$ cat src/rtl/ptimer16.sv
module ptimer16 #(
  parameter int CNT_W       = 16,
  parameter int DATA_W      = 32,
  parameter int ADDR_W      = 4,
  parameter int DIV_MID_LOG = 4,
  parameter int DIV_HI_LOG  = 8
) (
  input  logic              clk,
  input  logic              rst_n,
  input  logic              wr_en,
  input  logic              rd_en,
  input  logic [ADDR_W-1:0] addr,
  input  logic [DATA_W-1:0] wdata,
  output logic [DATA_W-1:0] rdata,
  output logic              irq
);
  localparam int PRE_W = DIV_HI_LOG;
  localparam logic [1:0] IDX_LOAD = 2'd0;
  localparam logic [1:0] IDX_VAL  = 2'd1;
  localparam logic [1:0] IDX_CTRL = 2'd2;
  localparam logic [1:0] IDX_ACK  = 2'd3;
  localparam int B_RUN  = 7;
  localparam int B_PER  = 6;
  localparam int B_IE   = 5;
  localparam logic [7:0] CTRL_KEEP = 8'hEC;
  localparam logic [PRE_W-1:0] LAST_MID = PRE_W'((1 << DIV_MID_LOG) - 1);
  localparam logic [PRE_W-1:0] LAST_HI  = PRE_W'((1 << DIV_HI_LOG) - 1);

  logic [CNT_W-1:0] load_q, cnt_q;
  logic [7:0]       ctrl_q;
  logic [PRE_W-1:0] pre_q, pre_last;
  logic             flag_q;

  wire [1:0] widx   = addr[3:2];
  wire wr_load      = wr_en && (widx == IDX_LOAD);
  wire wr_ctrl      = wr_en && (widx == IDX_CTRL);
  wire wr_ack       = wr_en && (widx == IDX_ACK);
  wire run          = ctrl_q[B_RUN];
  wire periodic     = ctrl_q[B_PER];

  always_comb begin
    case (ctrl_q[3:2])
      2'b01:   pre_last = LAST_MID;
      2'b10:   pre_last = LAST_HI;
      default: pre_last = '0;
    endcase
  end

  wire tick = run && (pre_q == pre_last);
  wire [CNT_W-1:0] cnt_nxt = (cnt_q == '0) ? (periodic ? load_q : '1) : cnt_q - 1'b1;
  wire hit = tick && (cnt_nxt == '0) && !wr_load;

  always_ff @(posedge clk) begin
    if (!rst_n)                       pre_q <= '0;
    else if (wr_load || !run || tick) pre_q <= '0;
    else                              pre_q <= pre_q + 1'b1;
  end

  always_ff @(posedge clk) begin
    if (!rst_n)       cnt_q <= '0;
    else if (wr_load) cnt_q <= wdata[CNT_W-1:0];
    else if (tick)    cnt_q <= cnt_nxt;
  end

  always_ff @(posedge clk) begin
    if (!rst_n)       load_q <= '0;
    else if (wr_load) load_q <= wdata[CNT_W-1:0];
  end

  always_ff @(posedge clk) begin
    if (!rst_n)       ctrl_q <= '0;
    else if (wr_ctrl) ctrl_q <= wdata[7:0] & CTRL_KEEP;
  end

  always_ff @(posedge clk) begin
    if (!rst_n)      flag_q <= 1'b0;
    else if (hit)    flag_q <= 1'b1;
    else if (wr_ack) flag_q <= 1'b0;
  end

  assign irq = flag_q & ctrl_q[B_IE];

  always_comb begin
    rdata = '0;
    if (rd_en) begin
      case (widx)
        IDX_LOAD: rdata[CNT_W-1:0] = load_q;
        IDX_VAL:  rdata[CNT_W-1:0] = cnt_q;
        IDX_CTRL: rdata[7:0]       = ctrl_q;
        default:  rdata            = '0;
      endcase
    end
  end
endmodule

$ cat config.mk
export PLATFORM = sky130hd
export DESIGN_NAME = ptimer16
export DESIGN_NICKNAME = d
export VERILOG_FILES = /design/src/rtl/ptimer16.sv
export SDC_FILE = /design/constraint.sdc
export NUM_CORES = 1
export LEC_CHECK = 0
export ABC_AREA = 1
export ABC_CLOCK_PERIOD_IN_PS = 2300
export BUFFER_PORTS_ARGS = -buffer_cell sky130_fd_sc_hd__buf_2
export CORE_MARGIN = 2
export CORE_UTILIZATION = 54
export DETAILED_ROUTE_END_ITERATION = 6
export PLACE_DENSITY_LB_ADDON = 0.3
export SETUP_SLACK_MARGIN = 0.3
export SLEW_MARGIN = 20
export SYNTH_ARGS = -nofsm -noshare
export SYNTH_HDL_FRONTEND = slang
export SYNTH_SLANG_ARGS = --single-unit
$ cat constraint.sdc
create_clock -name clk -period 2.3 [get_ports clk]
set_clock_uncertainty 0.05 [all_clocks]
set_input_delay 0.23 -clock clk [delete_from_list [all_inputs] [get_ports clk]]
set_output_delay 0.23 -clock clk [all_outputs]
set_load 0.03 [all_outputs]
== Word level (Yosys, flattened, before mapping) ==
Index checks and enable logic that the tools add are counted.
Word-level totals
  bits of input ports: 40
  output and inout bits: 33
  register bits after elaboration: 46
  word-level logic and storage cells: 41
Cells by class
  bitwise logic cells: 2
  $add $sub $neg: 2
  multiplexer cells: 10
  reduce and logical (&&, ||, !) cells: 16
  equal/unequal tests: 6
Operator list (count)
  $mux W16: 5
  $logic_not A16 Y1: 2
  $pmux W8 S2: 2
  $pmux W8 S3: 1
  $sub A16 B1 Y16 const B: 1
  $add A8 B1 Y8 const B: 1
  $eq A8 B8 Y1: 1
  $eq A2 B2 Y1 const B: 3
  $logic_and A1 B1 Y1: 6
  $eq A2 B1 Y1 const B: 2
  $reduce_bool A2 Y1: 2
  $logic_not A1 Y1: 2
  $logic_not A2 Y1: 1
  $logic_or A1 B1 Y1: 2
  $mux W1: 2
  $reduce_or A2 Y1: 1
  $and A1 B1 Y1: 1
  $not A1 Y1: 1

== Depth between registers and ports, before layout ==
Gate-level depths: netlist of the first run.
  depth in word-level cells: 7
  mapped depth: 15
  depth with buffers taken out: 15

== Least setup slack after synthesis of the first run ==
Ideal clock, no wire load.
  path type: register to register
  start: register cnt_q[0]
  end: register flag_q
  period minus slack after synthesis: 1717 ps
  arrival: 1602 ps
  slack: 583 ps
  data required time: 2185 ps
  setup time: 65 ps
  cell stages (with the launch flop): 16
  buffers on the path: 1
  cell sequence: dfxtp_1 > inv_1 > ha_1 > nand2_1 > nor2_4 > nand2_4 > buf_6 > nand2_4 > nand2_2 > nor2_2 > nand2_1 > nor2_2 > nand3_1 > nor2_1 > nor2_1 > nor2_1
On the way
  word-level cells in the longest chain between the ends: 6
  elaborated cells between the ends (all ways): 8
  classes of those cells: add/sub (1); mux (2); reduce/logical (5)
Ends and longest elaborated chain
  start: declaration: line 29  | logic [CNT_W-1:0] load_q, cnt_q;
  start signal: assignment: line 61  | else if (wr_load) cnt_q <= wdata[CNT_W-1:0];
  start signal: assignment: line 62  | else if (tick) cnt_q <= cnt_nxt;
  $sub A16 B1 Y16 / $logic_not A16 Y1 (equally long branches): line 50  | wire [CNT_W-1:0] cnt_nxt = (cnt_q == '0) ? (periodic ? load_q : '1) : cnt_q - 1'b1;
  $mux W16 (*): line 50
  $logic_not A16 Y1 (*): line 51  | wire hit = tick && (cnt_nxt == '0) && !wr_load;
  $logic_and A1 B1 Y1 (*) (2 in series): line 51
  $mux W1 / $reduce_bool A2 Y1 (equally long branches)
  end signal: assignment: line 76  | if (!rst_n) flag_q <= 1'b0;
  end signal: assignment: line 77  | else if (hit) flag_q <= 1'b1;
  end signal: assignment: line 78  | else if (wr_ack) flag_q <= 1'b0;
  end: declaration: line 32  | logic flag_q;
Every way passes the cells marked *; elsewhere a longest branch is shown, timed or not.
A chain may end at the register's enable or synchronous reset.

== Final worst setup path of the first run ==
  start: register cnt_q[12]
  end: register flag_q
Same word-level chain as after synthesis.

==> results of run 1 <==
## cell usage after synthesis, types with 3 or more instances
master and number:
sky130_fd_sc_hd__nand4_1 5, sky130_fd_sc_hd__buf_4 16, sky130_fd_sc_hd__ha_1 4, sky130_fd_sc_hd__inv_1 54, sky130_fd_sc_hd__a211oi_1 6, sky130_fd_sc_hd__or2_2 3, sky130_fd_sc_hd__nor2_4 6, sky130_fd_sc_hd__buf_2 3
sky130_fd_sc_hd__a31oi_1 7, sky130_fd_sc_hd__a221oi_1 3, sky130_fd_sc_hd__o21ai_0 26, sky130_fd_sc_hd__dfxtp_1 46, sky130_fd_sc_hd__nand2_1 125, sky130_fd_sc_hd__a21oi_1 29, sky130_fd_sc_hd__nand3_1 45, sky130_fd_sc_hd__nor2_1 57
sky130_fd_sc_hd__nor3_1 3, sky130_fd_sc_hd__nor2_2 4, sky130_fd_sc_hd__nand2_4 3, sky130_fd_sc_hd__clkbuf_1 9
## layout by cell type (no fill, tap or decap), drive strengths merged, types with 7 or more instances in the layout
| cell type | instances |
|---|---|
| a21oi | 29 |
| a31oi | 7 |
| buf | 61 |
| conb | 16 |
| dfxtp | 46 |
| inv | 55 |
| nand2 | 130 |
| nand3 | 45 |
| nor2 | 68 |
| o21ai | 27 |
## area by class of cell
cell class              instances  area [sq um]
fillers                       515          1930
multi-input cells             357          1780
flip-flops and latches         46           922
repair buffers                 61           379
inverters                      55           206
well taps                      72          90.1
clock buffers                   6          82.6
clock inverters                 2          12.5
## registers in the layout (all words and copies together) (netlist names)
name and cells:
cnt_q 16, ctrl_q 5, flag_q 1, load_q 16
pre_q 8
## timing repair
item	CTS	global route
pin swaps	1	7
resized for setup	8	13
setup buffers	1	13
setup endpoints to repair	1	15
## layer usage
layer | share of wire | GRT usage | up-vias
met3 | 0.090 | 0.0402 | 25
met1 | 0.43 | 0.371 | 1433
li1 | - | - | 1604
met5 | 0 | 0 | -
met2 | 0.45 | 0.422 | 176
met4 | 0.029 | 0.104 | 0
## per-stage QoR
stage,setup WS (ps),util,cell area [sq um],power (W)
finish,240,0.643,3480,0.00219
global route,92.9,0.643,3480,0.00230
CTS,309,0.616,3330,0.00210
detailed placement,213,0.593,3200,0.00155
global placement,246,0.593,3200,0.00154
floorplan,583,-,3040,0.00142
## path summary, 6_finish.rpt
kind                            slack [ps]                    from                endpoint  cells after the start
worst max register to register         240  cnt_q[12]$_SDFFE_PN0P_     flag_q$_SDFFE_PN0P_                     13
worst min register to register         420  load_q[5]$_SDFFE_PN0P_  load_q[5]$_SDFFE_PN0P_                      2
worst min-delay path                   150                wdata[7]  ctrl_q[7]$_SDFFE_PN0P_                      3
worst max-delay path                   240  cnt_q[12]$_SDFFE_PN0P_     flag_q$_SDFFE_PN0P_                     13
## report_power, final
| group | total [W] | switching, W | internal (W) | leakage, nW |
|---|---|---|---|---|
| Combinational | 0.000780 | 0.000508 | 0.000272 | 1.17 |
| Sequential | 0.000874 | 0.0000409 | 0.000833 | 0.375 |
| Clock | 0.000538 | 0.000296 | 0.000242 | 0.0472 |
| Total | 0.00219 | 0.000845 | 0.00135 | 1.59 |
## kinds of logic (layout without fill, tap and decap cells)
group                      count (synthesis)  count (layout)  synth area share
other                                      1              16           0.00126
AOI/OAI and AO/OA                         78              78             0.149
and+or+nand+nor                          256             256             0.385
adders and majority gates                  4               4            0.0168
DFF                                       46              46             0.309
buffers and inverters                     84             124             0.130
xor gates and xnor gates                   3               3           0.00882
## worst max-delay path, cell delays in order, from the launching register on
cell and delay, ps:
sky130_fd_sc_hd__dfxtp_1 380, sky130_fd_sc_hd__nor2_4 210, sky130_fd_sc_hd__nand2_1 110, sky130_fd_sc_hd__nor2_4 180
sky130_fd_sc_hd__nand2_8 100, sky130_fd_sc_hd__nor2_4 200, sky130_fd_sc_hd__nand2_1 90, sky130_fd_sc_hd__nand2_2 80
sky130_fd_sc_hd__nand2_2 70, sky130_fd_sc_hd__nor2_2 130, sky130_fd_sc_hd__nand3_1 100, sky130_fd_sc_hd__nor2_2 160
sky130_fd_sc_hd__nor2_1 50, sky130_fd_sc_hd__nor2_1 80
==> insert_results.sql, run 1 <==
INSERT INTO impl_metrics (metric_group, metric, value, unit) VALUES
('yosys', 'postSynthRegisterBits', '46', ''),
('yosys', 'post_synth_inst_count', '472', ''),
('clock_tree', 'cts_inserted_buffers', '5', ''),
('floorplanning', 'die_x', '78.3', 'um'),
('placement', 'finalWeightedCongestion', '0.973', ''),
('grt', 'antenna_found_initial', '0', ''),
('critical_path', 'worstPathRequired', '2500', 'ps'),
('route', 'post_drt_via_cell_ratio', '5.41', ''),
('route', 'antenna_left', '0', ''),
('yosys', 'synth_area', '2980', 'sq um'),
('yosys', 'synth-seq-area-share', '0.309', ''),
('timing', 'fin_tns_setup', '0', 'ps'),
('finish', 'syn_to_final_growth', '16.7', '%'),
('placement', 'dp_hpwl', '5900', 'um'),
('yosys', 'netlist.area_leader.share', '0.309', ''),
('clock_tree', 'cts.root.buffer_cell', 'sky130_fd_sc_hd__clkbuf_8', ''),
('status', 'status', 'completed', ''),
('yosys', 'count_of_flip_flops_with_a_built_in_enable_after_synthesis', '0', ''),
('timing', 'slew_viol_final', '0', ''),
('floorplanning', 'die_h', '78.3', 'um'),
('timing', 'min_period', '2060', 'ps'),
('route', 'route.vias.total', '3238', ''),
('timing', 'timing.fmax', '485', 'MHz'),
('timing', 'finalHoldWorstSlack', '146', 'ps'),
('floorplanning', 'ioPinCount', '73', ''),
('critical_path', 'timing.critical_path.arrival', '2260', 'ps'),
('yosys', 'yosys.area.top_type', 'sky130_fd_sc_hd__dfxtp_1', ''),
('grt', 'wire_length_of_the_first_global_routing_pass', '13000', 'um'),
('power', 'vdd_ir_drop_max', '0.376', 'mV'),
('yosys', 'synth-async-reset-ratio', '0', ''),
('clock_tree', 'ctsHtreeMaxLevel', '2', ''),
('route', 'detail_route.iter0.violations', '341', ''),
('grt', 'grt_pass1_vias', '2824', ''),
('worst_hold_path', 'hp-class', 'input pin to flip-flop', ''),
('power', 'cellPowerDensity', '630', 'nW/um^2'),
('clock_tree', 'maximum_clock_insertion_buffer_count', '2', ''),
('finish', 'final_cell_count_no_fill', '599', ''),
('critical_path', 'path_max_fanout', '9', ''),
('timing', 'min_period_over_period', '0.896', ''),
('placement', 'post-place-cells', '577', ''),
('yosys', 'most_instantiated_flip_flop_cell_in_the_synthesis_netlist', 'sky130_fd_sc_hd__dfxtp_1', ''),
('clock_tree', 'cts_num_sinks', '46', ''),
('route', 'route.detailed.drc', '0', ''),
('floorplanning', 'initial_utilization', '0.551', ''),
('clock_tree', 'hold_buffers', '0', ''),
('yosys', 'synthDistinctLibCells', '33', ''),
('route', 'detail_route.wirelength', '8190', 'um'),
('timing', 'rsz_0062_raised_after_global_routing', 'true', ''),
('floorplanning', 'die-area', '6130', 'sq um'),
('yosys', 'synth-warning-count', '0', ''),
('critical_path', 'critPathCaptureType', 'flip-flop', ''),
('power', 'p_leak', '1.59', 'nW'),
('clock_tree', 'path_clk_slew', '90', 'ps'),
('critical_path', 'setup.worst_path.start_class', 'flip-flop', ''),
('route', 'routed_wire_length_per_instance', '13.7', 'um'),
('yosys', 'mean_cell_area_of_the_mapped_netlist', '6.31', 'sq um'),
('finish', 'finish.net_count', '570', ''),
('critical_path', 'timing_worst_setup_path_type', 'flip-flop to flip-flop', ''),
('grt', 'grt_max_degree', '19', ''),
('clock_tree', 'insertion_delay', '310', 'ps'),
('grt', 'gr-total-overflow', '0', ''),
('timing', 'setup_viol_count_final', '0', ''),
('placement', 'placement.io_buffers', '38', ''),
('yosys', 'synth_top_cells_by_area', 'sky130_fd_sc_hd__dfxtp_1 31%, sky130_fd_sc_hd__nand2_1 16%, sky130_fd_sc_hd__nand3_1 7.6%, sky130_fd_sc_hd__nor2_1 7.2%, sky130_fd_sc_hd__inv_1 6.8%', ''),
('clock_tree', 'clock_tree_from_tritoncts', 'done', ''),
('finish', 'post_route_cells_drive_above_1_share', '0.207', ''),
('grt', 'grt_util_all_layers', '0.268', ''),
('floorplanning', 'floorplan.core_area', '5410', 'sq um'),
('timing', 'final_hold_viol_count', '0', ''),
('route', 'number_of_optimization_iterations_in_the_first_detailed_route_pass', '5', ''),
('floorplanning', 'placementRows', '27', ''),
('finish', 'insertedDiodeCount', '0', ''),
('job', 'cap_violations', '0', '');
No activity file was read; power rests on OpenSTA's default activity.
==> run 2, diff against run 1 <==
--- a/config.mk
+++ b/config.mk
@@ -9,8 +9,9 @@
 export ABC_CLOCK_PERIOD_IN_PS = 2300
 export BUFFER_PORTS_ARGS = -buffer_cell sky130_fd_sc_hd__buf_2
 export CORE_MARGIN = 2
-export CORE_UTILIZATION = 54
+export CORE_UTILIZATION = 50
 export DETAILED_ROUTE_END_ITERATION = 6
+export HOLD_SLACK_MARGIN = 0.1
 export PLACE_DENSITY_LB_ADDON = 0.3
 export SETUP_SLACK_MARGIN = 0.3
 export SLEW_MARGIN = 20
==> run 2 against run 1 <==
  * Fmax rose by 6.0%
  * Total power decreased by 2.0%
  * Combinational power decreased by 2%
  * Cell area did not move
  * Register-to-register slack better by 120 ps
  * Sequential power up 0.5%
  * Hold slack lost 8.6 ps
  * Non-clock buffer count stayed put
  * Critical path depth is 1 lower
  * Clock-buffer cell count fell by 1
  * Wire length increased by 1.3%
  * Via count grew 0.65%
  * Largest power group unchanged
==> insert_results.sql, run 2 (same netlist as run 1, synthesis figures left out) <==
INSERT INTO impl_metrics (metric_group, metric, value, unit) VALUES
('power', 'p_leak', '1.61', 'nW'),
('critical_path', 'cpMaxStageDelayCell', 'sky130_fd_sc_hd__dfxtp_1', ''),
('floorplanning', 'die_x', '81.2', 'um'),
('finish', 'syn_to_final_growth', '16.7', '%'),
('power', 'share_clk_of_total_power', '0.236', ''),
('grt', 'wire_length_of_the_first_global_routing_pass', '13100', 'um'),
('power', 'internal-power', '0.00132', 'W'),
('grt', 'grt_pass1_vias', '2768', ''),
('finish', 'largest_registers', 'cnt_q: 16 flops, load_q: 16 flops, pre_q: 8 flops', ''),
('worst_hold_path', 'hp-class', 'input pin to flip-flop', ''),
('clock_tree', 'clock_tree_from_tritoncts', 'done', ''),
('clock_tree', 'maximum_clock_insertion_buffer_count', '2', ''),
('clock_tree', 'cts.root.buffer_cell', 'sky130_fd_sc_hd__clkbuf_8', ''),
('route', 'post_drt_via_cell_ratio', '5.41', ''),
('timing', 'fin_tns_setup', '0', 'ps'),
('placement', 'placement.io_buffers', '38', ''),
('route', 'detail_route.wirelength', '8300', 'um'),
('critical_path', 'timing_worst_setup_path_type', 'flip-flop to flip-flop', ''),
('clock_tree', 'cts_inserted_buffers', '5', ''),
('clock_tree', 'cts_num_sinks', '46', ''),
('floorplanning', 'die-area', '6590', 'sq um'),
('grt', 'grt_util_all_layers', '0.260', ''),
('route', 'antenna_left', '0', ''),
('grt', 'grt_max_degree', '24', ''),
('power', 'comb_power_share', '0.355', ''),
('placement', 'post-place-cells', '583', ''),
('critical_path', 'path_cells', 'nor2_4, nand2_4, nor2_8, nand2_4, nor2_4, buf_4, inv_1, o21ai_2, nand3_1, nor2_2, nor2_1, nor2_1', ''),
('power', 'power.switching_fraction', '0.386', ''),
('clock_tree', 'insertion_delay', '310', 'ps'),
('timing', 'setup_viol_count_final', '0', ''),
('grt', 'gr-total-overflow', '0', ''),
('timing', 'min_period', '1940', 'ps'),
('finish', 'insertedDiodeCount', '0', ''),
('floorplanning', 'ioPinCount', '73', ''),
('route', 'number_of_optimization_iterations_in_the_first_detailed_route_pass', '5', ''),
('critical_path', 'worstPathRequired', '2500', 'ps'),
('timing', 'final_hold_viol_count', '0', ''),
('job', 'cap_violations', '0', ''),
('timing', 'slew_viol_final', '0', ''),
('timing', 'timing.max_slew.rel_slack', '0.639', ''),
('timing', 'rsz_0062_raised_after_global_routing', 'false', ''),
('grt', 'antenna_found_initial', '0', ''),
('timing', 'worst_slew_pin_slew', '537', 'ps'),
('placement', 'dp_hpwl', '6210', 'um'),
('critical_path', 'path_max_fanout', '7', ''),
('power', 'netSwitchingPower', '0.000830', 'W'),
('status', 'status', 'completed', ''),
('critical_path', 'slowest_delay', '380', 'ps'),
('power', 'power.total', '0.00215', 'W'),
('finish', 'utilization', '0.594', ''),
('floorplanning', 'floorplan.core_area', '5850', 'sq um'),
('critical_path', 'timing.critical_path.arrival', '2140', 'ps'),
('finish', 'mostFrequentLayoutCell', 'sky130_fd_sc_hd__nand2_1', ''),
('clock_tree', 'path_clk_slew', '90', 'ps'),
('critical_path', 'setup.worst_path.start_class', 'flip-flop', ''),
('finish', 'finish.net_count', '570', ''),
('floorplanning', 'initial_utilization', '0.509', ''),
('critical_path', 'top_delay_family_on_crit_path', 'simple AND/OR/NAND/NOR gates', ''),
('floorplanning', 'die_h', '81.2', 'um'),
('critical_path', 'critPathCaptureType', 'flip-flop', ''),
('finish', 'most_frequent_cells_in_the_layout', '119 x sky130_fd_sc_hd__nand2_1, 52 x sky130_fd_sc_hd__inv_1, 47 x sky130_fd_sc_hd__nor2_1', ''),
('finish', 'fin_area', '3480', 'sq um'),
('power', 'cellPowerDensity', '618', 'nW/um^2'),
('critical_path', 'worst_path_bufs_invs', '2', ''),
('route', 'route.vias.total', '3259', ''),
('power', 'p_seq_frac', '0.409', ''),
('route', 'route.detailed.drc', '0', ''),
('placement', 'place_area', '3230', 'sq um'),
('finish', 'final_cell_count_no_fill', '602', ''),
('clock_tree', 'ctsHtreeMaxLevel', '2', ''),
('placement', 'finalWeightedCongestion', '0.999', ''),
('floorplanning', 'placementRows', '28', ''),
('finish', 'post_route_cells_drive_above_1_share', '0.214', ''),
('route', 'routed_wire_length_per_instance', '13.8', 'um'),
('timing', 'timing.fmax', '515', 'MHz'),
('route', 'detail_route.iter0.violations', '215', ''),
('power', 'vdd_ir_drop_max', '0.334', 'mV'),
('timing', 'min_period_over_period', '0.845', '');
## run 2: changes by cell type in the layout (fill, tap and decap cells not counted), sizes merged
cell,before,now
clkbuf,6,5
clkinvlp,1,0
clkinv,1,2
inv,55,56
## run 2: path summary, 6_finish.rpt
path                         start                     end  slack, ps  cells after the start
min                       wdata[4]  load_q[4]$_SDFFE_PN0P_        140                      3
min reg2reg    pre_q[0]$_SDFF_PP0_     pre_q[0]$_SDFF_PP0_        420                      1
max reg2reg  cnt_q[6]$_SDFFE_PN0P_     flag_q$_SDFFE_PN0P_        360                     12
max          cnt_q[6]$_SDFFE_PN0P_     flag_q$_SDFFE_PN0P_        360                     12
## run 2: cell type report
cell class	instances	area, sq um
multi-input combinational	357	1800
clock inverter	3	18.8
fill	565	2370
timing repair buffer	61	363
inverter	55	206
sequential	46	926
clock buffer	5	68.8
tap	75	93.8
## run 2: power groups by stage
stage          sequential, W  combinational (W)  clock [W]
6_report            0.000878           0.000762   0.000508
5_1_grt             0.000884           0.000846   0.000547
4_1_cts             0.000872           0.000682   0.000522
3_5_place_dp        0.000889           0.000673          0
3_3_place_gp        0.000888           0.000673          0
2_1_floorplan       0.000879           0.000545          0
## run 2: through the flow
stage,hold WS [ps],setup slack (ps)
3_3_place_gp,398,281
5_1_grt,170,270
2_1_floorplan,345,583
6_report,137,357
3_5_place_dp,404,235
4_1_cts,135,303
## run 2: timing repair
| action | CTS | global route |
|---|---|---|
| resized for setup | 5 | 25 |
| cloned | 0 | 0 |
| setup endpoints to repair | 1 | 1 |
| pin swaps | 2 | 8 |
| hold buffers | 0 | 0 |
| buffers inserted | 1 | 10 |
## run 2: layer usage
metal  vias to the layer above  routed length (um)  global-route usage
li1                       1603                   -                   -
met1                      1515                3770               0.355
met2                       121                3780               0.412
met3                        20                 516              0.0389
met4                         0                 227               0.103
met5                         -                   0                   0
## run 2: worst min-delay path, stage by stage
cell and delay, ps:
sky130_fd_sc_hd__buf_2 90, sky130_fd_sc_hd__nand2_1 70, sky130_fd_sc_hd__a21oi_1 60
==> run 3, diff against run 2 <==
--- a/config.mk
+++ b/config.mk
@@ -5,8 +5,8 @@
 export SDC_FILE = /design/constraint.sdc
 export NUM_CORES = 1
 export LEC_CHECK = 0
-export ABC_AREA = 1
-export ABC_CLOCK_PERIOD_IN_PS = 2300
+export ABC_AREA = 0
+export ABC_CLOCK_PERIOD_IN_PS = 1800
 export BUFFER_PORTS_ARGS = -buffer_cell sky130_fd_sc_hd__buf_2
 export CORE_MARGIN = 2
 export CORE_UTILIZATION = 50
==> constraint.sdc (replaced) <==
create_clock -name clk -period 1.8 [get_ports clk]
set_clock_uncertainty 0.05 [all_clocks]
set_input_delay 0.18 -clock clk [delete_from_list [all_inputs] [get_ports clk]]
set_output_delay 0.18 -clock clk [all_outputs]
set_load 0.03 [all_outputs]
==> run 3 against run 2 <==
  * The run now ends with setup timing left
  * Cell count is 7.0% lower
  * Flip-flop and latch count unchanged
  * Synthesized cell count fell by 18%
  * Fmax is 12% lower
  * First-iteration DRC count is 62% higher
  * Hold slack got worse by 48 ps
  * Largest power group is now combinational cells
  * Critical path type unchanged
==> insert_results.sql, run 3 <==
INSERT INTO impl_metrics (metric_group, metric, value, unit) VALUES
('status', 'status', 'complete, but fails checks', ''),
('status', 'violations_in_the_final_reports', 'setup timing', ''),
('floorplanning', 'placementRows', '28', ''),
('finish', 'final.fill_count', '412', ''),
('clock_tree', 'ctsHtreeMaxLevel', '2', ''),
('critical_path', 'rr_startpoint', 'cnt_q[0]$_SDFFE_PN0P_', ''),
('route', 'routed_wire_length_per_instance', '17.9', 'um'),
('critical_path', 'regToRegSetupSlack', '-410', 'ps'),
('floorplanning', 'floorplan.core_area', '5820', 'sq um'),
('placement', 'placement.io_buffers', '38', ''),
('grt', 'antenna_found_initial', '0', ''),
('critical_path', 'critical_path.startpoint', 'cnt_q[0]$_SDFFE_PN0P_', ''),
('timing', 'fin_tns_setup', '-4200', 'ps'),
('grt', 'grt_max_degree', '30', ''),
('critical_path', 'slowest_delay', '360', 'ps'),
('critical_path', 'setup.worst_path.start_class', 'flip-flop', ''),
('timing', 'final_hold_viol_count', '0', ''),
('floorplanning', 'die_x', '81.0', 'um'),
('critical_path', 'timing_worst_setup_path_type', 'flip-flop to flip-flop', ''),
('finish', 'largest_registers', 'cnt_q: 16 flops, load_q: 16 flops, pre_q: 8 flops', ''),
('grt', 'top_usage_layer', 'met2', ''),
('route', 'route.detailed.drc', '0', ''),
('timing', 'rsz_0062_raised_after_global_routing', 'true', ''),
('yosys', 'synth-warning-count', '0', ''),
('yosys', 'most_instantiated_flip_flop_cell_in_the_synthesis_netlist', 'sky130_fd_sc_hd__dfxtp_1', ''),
('finish', 'most_frequent_cells_in_the_layout', '66 x sky130_fd_sc_hd__nand2_1, 54 x sky130_fd_sc_hd__buf_4, 36 x sky130_fd_sc_hd__nor2_1', ''),
('finish', 'post_route_cells_drive_above_1_share', '0.396', ''),
('yosys', 'yosys.area.top_type', 'sky130_fd_sc_hd__dfxtp_1', ''),
('route', 'detail_route.iter0.violations', '348', ''),
('yosys', 'synth-seq-area-share', '0.311', ''),
('placement', 'finalWeightedCongestion', '0.910', ''),
('yosys', 'dominant_cell_by_count_in_the_synthesized_netlist', 'sky130_fd_sc_hd__nand2_1', ''),
('critical_path', 'r2r_cells', '9', ''),
('grt', 'grt_util_met1', '0.376', ''),
('job', 'cap_violations', '0', ''),
('finish', 'insertedDiodeCount', '0', ''),
('timing', 'timing.max_slew.rel_slack', '0.531', ''),
('yosys', 'post_synth_inst_count', '388', ''),
('critical_path', 'path_max_fanout', '8', ''),
('clock_tree', 'cts_num_sinks', '46', ''),
('grt', 'grt_util_all_layers', '0.286', ''),
('finish', 'mostFrequentLayoutCell', 'sky130_fd_sc_hd__nand2_1', ''),
('yosys', 'synth_area', '2960', 'sq um'),
('finish', 'finish.net_count', '528', ''),
('critical_path', 'worst_path_bufs_invs', '2', ''),
('clock_tree', 'cts.root.buffer_cell', 'sky130_fd_sc_hd__clkbuf_8', ''),
('grt', 'grt_pass1_vias', '2896', ''),
('route', 'post_drt_via_cell_ratio', '5.86', ''),
('route', 'antenna_left', '0', ''),
('finish', 'final_cell_count_no_fill', '560', ''),
('placement', 'post-place-cells', '525', ''),
('timing', 'worst_slack', '-407', 'ps'),
('critical_path', 'critPathCaptureType', 'flip-flop', ''),
('timing', 'worst_slew_pin_slew', '704', 'ps'),
('power', 'p_leak', '1.71', 'nW'),
('timing', 'timing.fmax', '453', 'MHz'),
('grt', 'wire_length_of_the_first_global_routing_pass', '14500', 'um'),
('floorplanning', 'die_h', '81.0', 'um'),
('floorplanning', 'initial_utilization', '0.509', ''),
('critical_path', 'r2r_end', 'flag_q$_SDFFE_PN0P_', ''),
('critical_path', 'timing.critical_path.arrival', '2390', 'ps'),
('worst_hold_path', 'hp-class', 'input pin to flip-flop', ''),
('clock_tree', 'maximum_clock_insertion_buffer_count', '2', ''),
('route', 'route.vias.total', '3279', ''),
('yosys', 'mean_cell_area_of_the_mapped_netlist', '7.64', 'sq um'),
('finish', 'utilization', '0.731', ''),
('grt', 'gr-total-overflow', '0', ''),
('timing', 'slew_viol_final', '0', ''),
('floorplanning', 'die-area', '6560', 'sq um'),
('timing', 'min_period', '2210', 'ps'),
('critical_path', 'top_delay_family_on_crit_path', 'simple AND/OR/NAND/NOR gates', ''),
('grt', 'groute.layer.met3.usage', '0.0311', ''),
('power', 'vdd_ir_drop_max', '0.425', 'mV'),
('yosys', 'ys_top_cells_by_count', '68 x sky130_fd_sc_hd__nand2_1, 46 x sky130_fd_sc_hd__dfxtp_1, 40 x sky130_fd_sc_hd__nor2_1, 34 x sky130_fd_sc_hd__a21oi_1, 18 x sky130_fd_sc_hd__buf_4', ''),
('clock_tree', 'cts_inserted_buffers', '5', ''),
('timing', 'setup_viol_count_final', '17', ''),
('yosys', 'count_of_flip_flops_with_a_built_in_enable_after_synthesis', '0', ''),
('power', 'cellPowerDensity', '691', 'nW/um^2'),
('yosys', 'netlist.area_leader.share', '0.311', ''),
('floorplanning', 'ioPinCount', '73', ''),
('grt', 'globalRouteMet2Util', '0.493', ''),
('critical_path', 'worst_setup_path_endpoint', 'flag_q$_SDFFE_PN0P_', ''),
('clock_tree', 'clock_tree_from_tritoncts', 'done', ''),
('yosys', 'synth-async-reset-ratio', '0', ''),
('timing', 'finalHoldWorstSlack', '89.1', 'ps'),
('critical_path', 'path_depth', '9', ''),
('yosys', 'synthDistinctLibCells', '57', ''),
('yosys', 'postSynthRegisterBits', '46', ''),
('route', 'detail_route.wirelength', '10000', 'um'),
('timing', 'min_period_over_period', '1.23', ''),
('yosys', 'synth_top_cells_by_area', 'sky130_fd_sc_hd__dfxtp_1 31%, sky130_fd_sc_hd__nand2_1 8.6%, sky130_fd_sc_hd__a21oi_1 5.7%, sky130_fd_sc_hd__mux2i_1 5.7%, sky130_fd_sc_hd__nor2_1 5.1%', ''),
('critical_path', 'worstPathRequired', '1990', 'ps'),
('route', 'number_of_optimization_iterations_in_the_first_detailed_route_pass', '4', ''),
('finish', 'syn_to_final_growth', '43.5', '%'),
('clock_tree', 'path_clk_slew', '100', 'ps'),
('placement', 'dp_hpwl', '5970', 'um'),
('clock_tree', 'insertion_delay', '310', 'ps'),
('critical_path', 'cpMaxStageDelayCell', 'sky130_fd_sc_hd__or3_1', ''),
('critical_path', 'path_cells', 'inv_4, ha_1, nor4b_4, nand4_1, buf_6, or3_1, o21ai_2, o2111ai_2, o31ai_2', '');
==> run 3: cell count changes in the layout (fill, tap and decap cells not counted), moves of 14 or more <==
cell / change
sky130_fd_sc_hd__nand3_1: -30
sky130_fd_sc_hd__buf_6: +17
sky130_fd_sc_hd__buf_4: +31
sky130_fd_sc_hd__inv_1: -50
sky130_fd_sc_hd__mux2i_1: +14
sky130_fd_sc_hd__nand2_1: -53
sky130_fd_sc_hd__o21ai_0: -19
==> run 3: cell families (layout without fill, tap and decap cells) <==
kind of cell	Yosys count	after routing	share of synthesized area
AND/OR/NAND/NOR	174	176	0.291
XOR/XNOR	15	15	0.0443
flip-flops	46	46	0.311
multiplexers	17	17	0.0574
AO/OA/AOI/OAI	81	81	0.175
buffers and inverters	50	130	0.104
other	1	16	0.00127
adder cells (fa/ha/maj)	4	4	0.0169
==> run 3: routing by layer <==
layer  vias up  share of wire
met3        33          0.073
li1       1515              -
met1      1552           0.39
met2       179           0.50
met4         0          0.037
met5         -              0
==> run 3: worst min-delay path by stage <==
stage	startpoint	to	slack [ps]	depth (start not counted)
floorplan	wdata[15]	load_q[15]$_SDFFE_PN0P_	270	2
global placement	wdata[11]	load_q[11]$_SDFFE_PN0P_	380	3
detailed placement	wdata[12]	load_q[12]$_SDFFE_PN0P_	390	3
CTS	wdata[0]	load_q[0]$_SDFFE_PN0P_	100	3
global route	wdata[0]	load_q[0]$_SDFFE_PN0P_	110	3
finish	wdata[3]	ctrl_q[3]$_SDFFE_PN0P_	90	3
==> run 3: report_power, final <==
part           internal (W)  switching, W
Sequential          0.00106     0.0000491
Combinational      0.000521      0.000636
Clock              0.000311      0.000365
==> run 3: repair_timing <==
item	4_1_cts	5_1_grt
endpoints found under the setup margin	33	35
resized for setup	52	56
endpoints found under the hold margin	18	0
pin swaps	17	25
cloned	2	0
hold buffers	13	0
setup buffers	6	6
==> run 3: cell type report <==
type,count,area [sq um],share of cell area
well taps,75,93.8,0.0221
inverters,6,27.5,0.00647
multi-input cells,309,2160,0.509
repair buffers,116,925,0.217
clock inverters,1,5.00,0.00118
clock buffers,7,86.3,0.0203
flip-flops and latches,46,951,0.224
==> run 3: per-stage QoR <==
stage                     setup WS, ps  power, W  cell area (sq um)
after floorplan                   -123   0.00173               3160
after global routing              -428   0.00304               4250
final                             -407   0.00294               4250
after CTS                         -252   0.00275               3970
after global placement            -196   0.00195               3530
after detailed placement          -219   0.00196               3530
==> run 3: worst register-to-register path, delay by kind of cell, from the launching register on <==
kind                       cells  cell delay, ps
AOI/OAI and AO/OA              3             480
DFF                            1             350
and+or+nand+nor                3             810
buffers and inverters          2             270
adders and majority gates      1             170
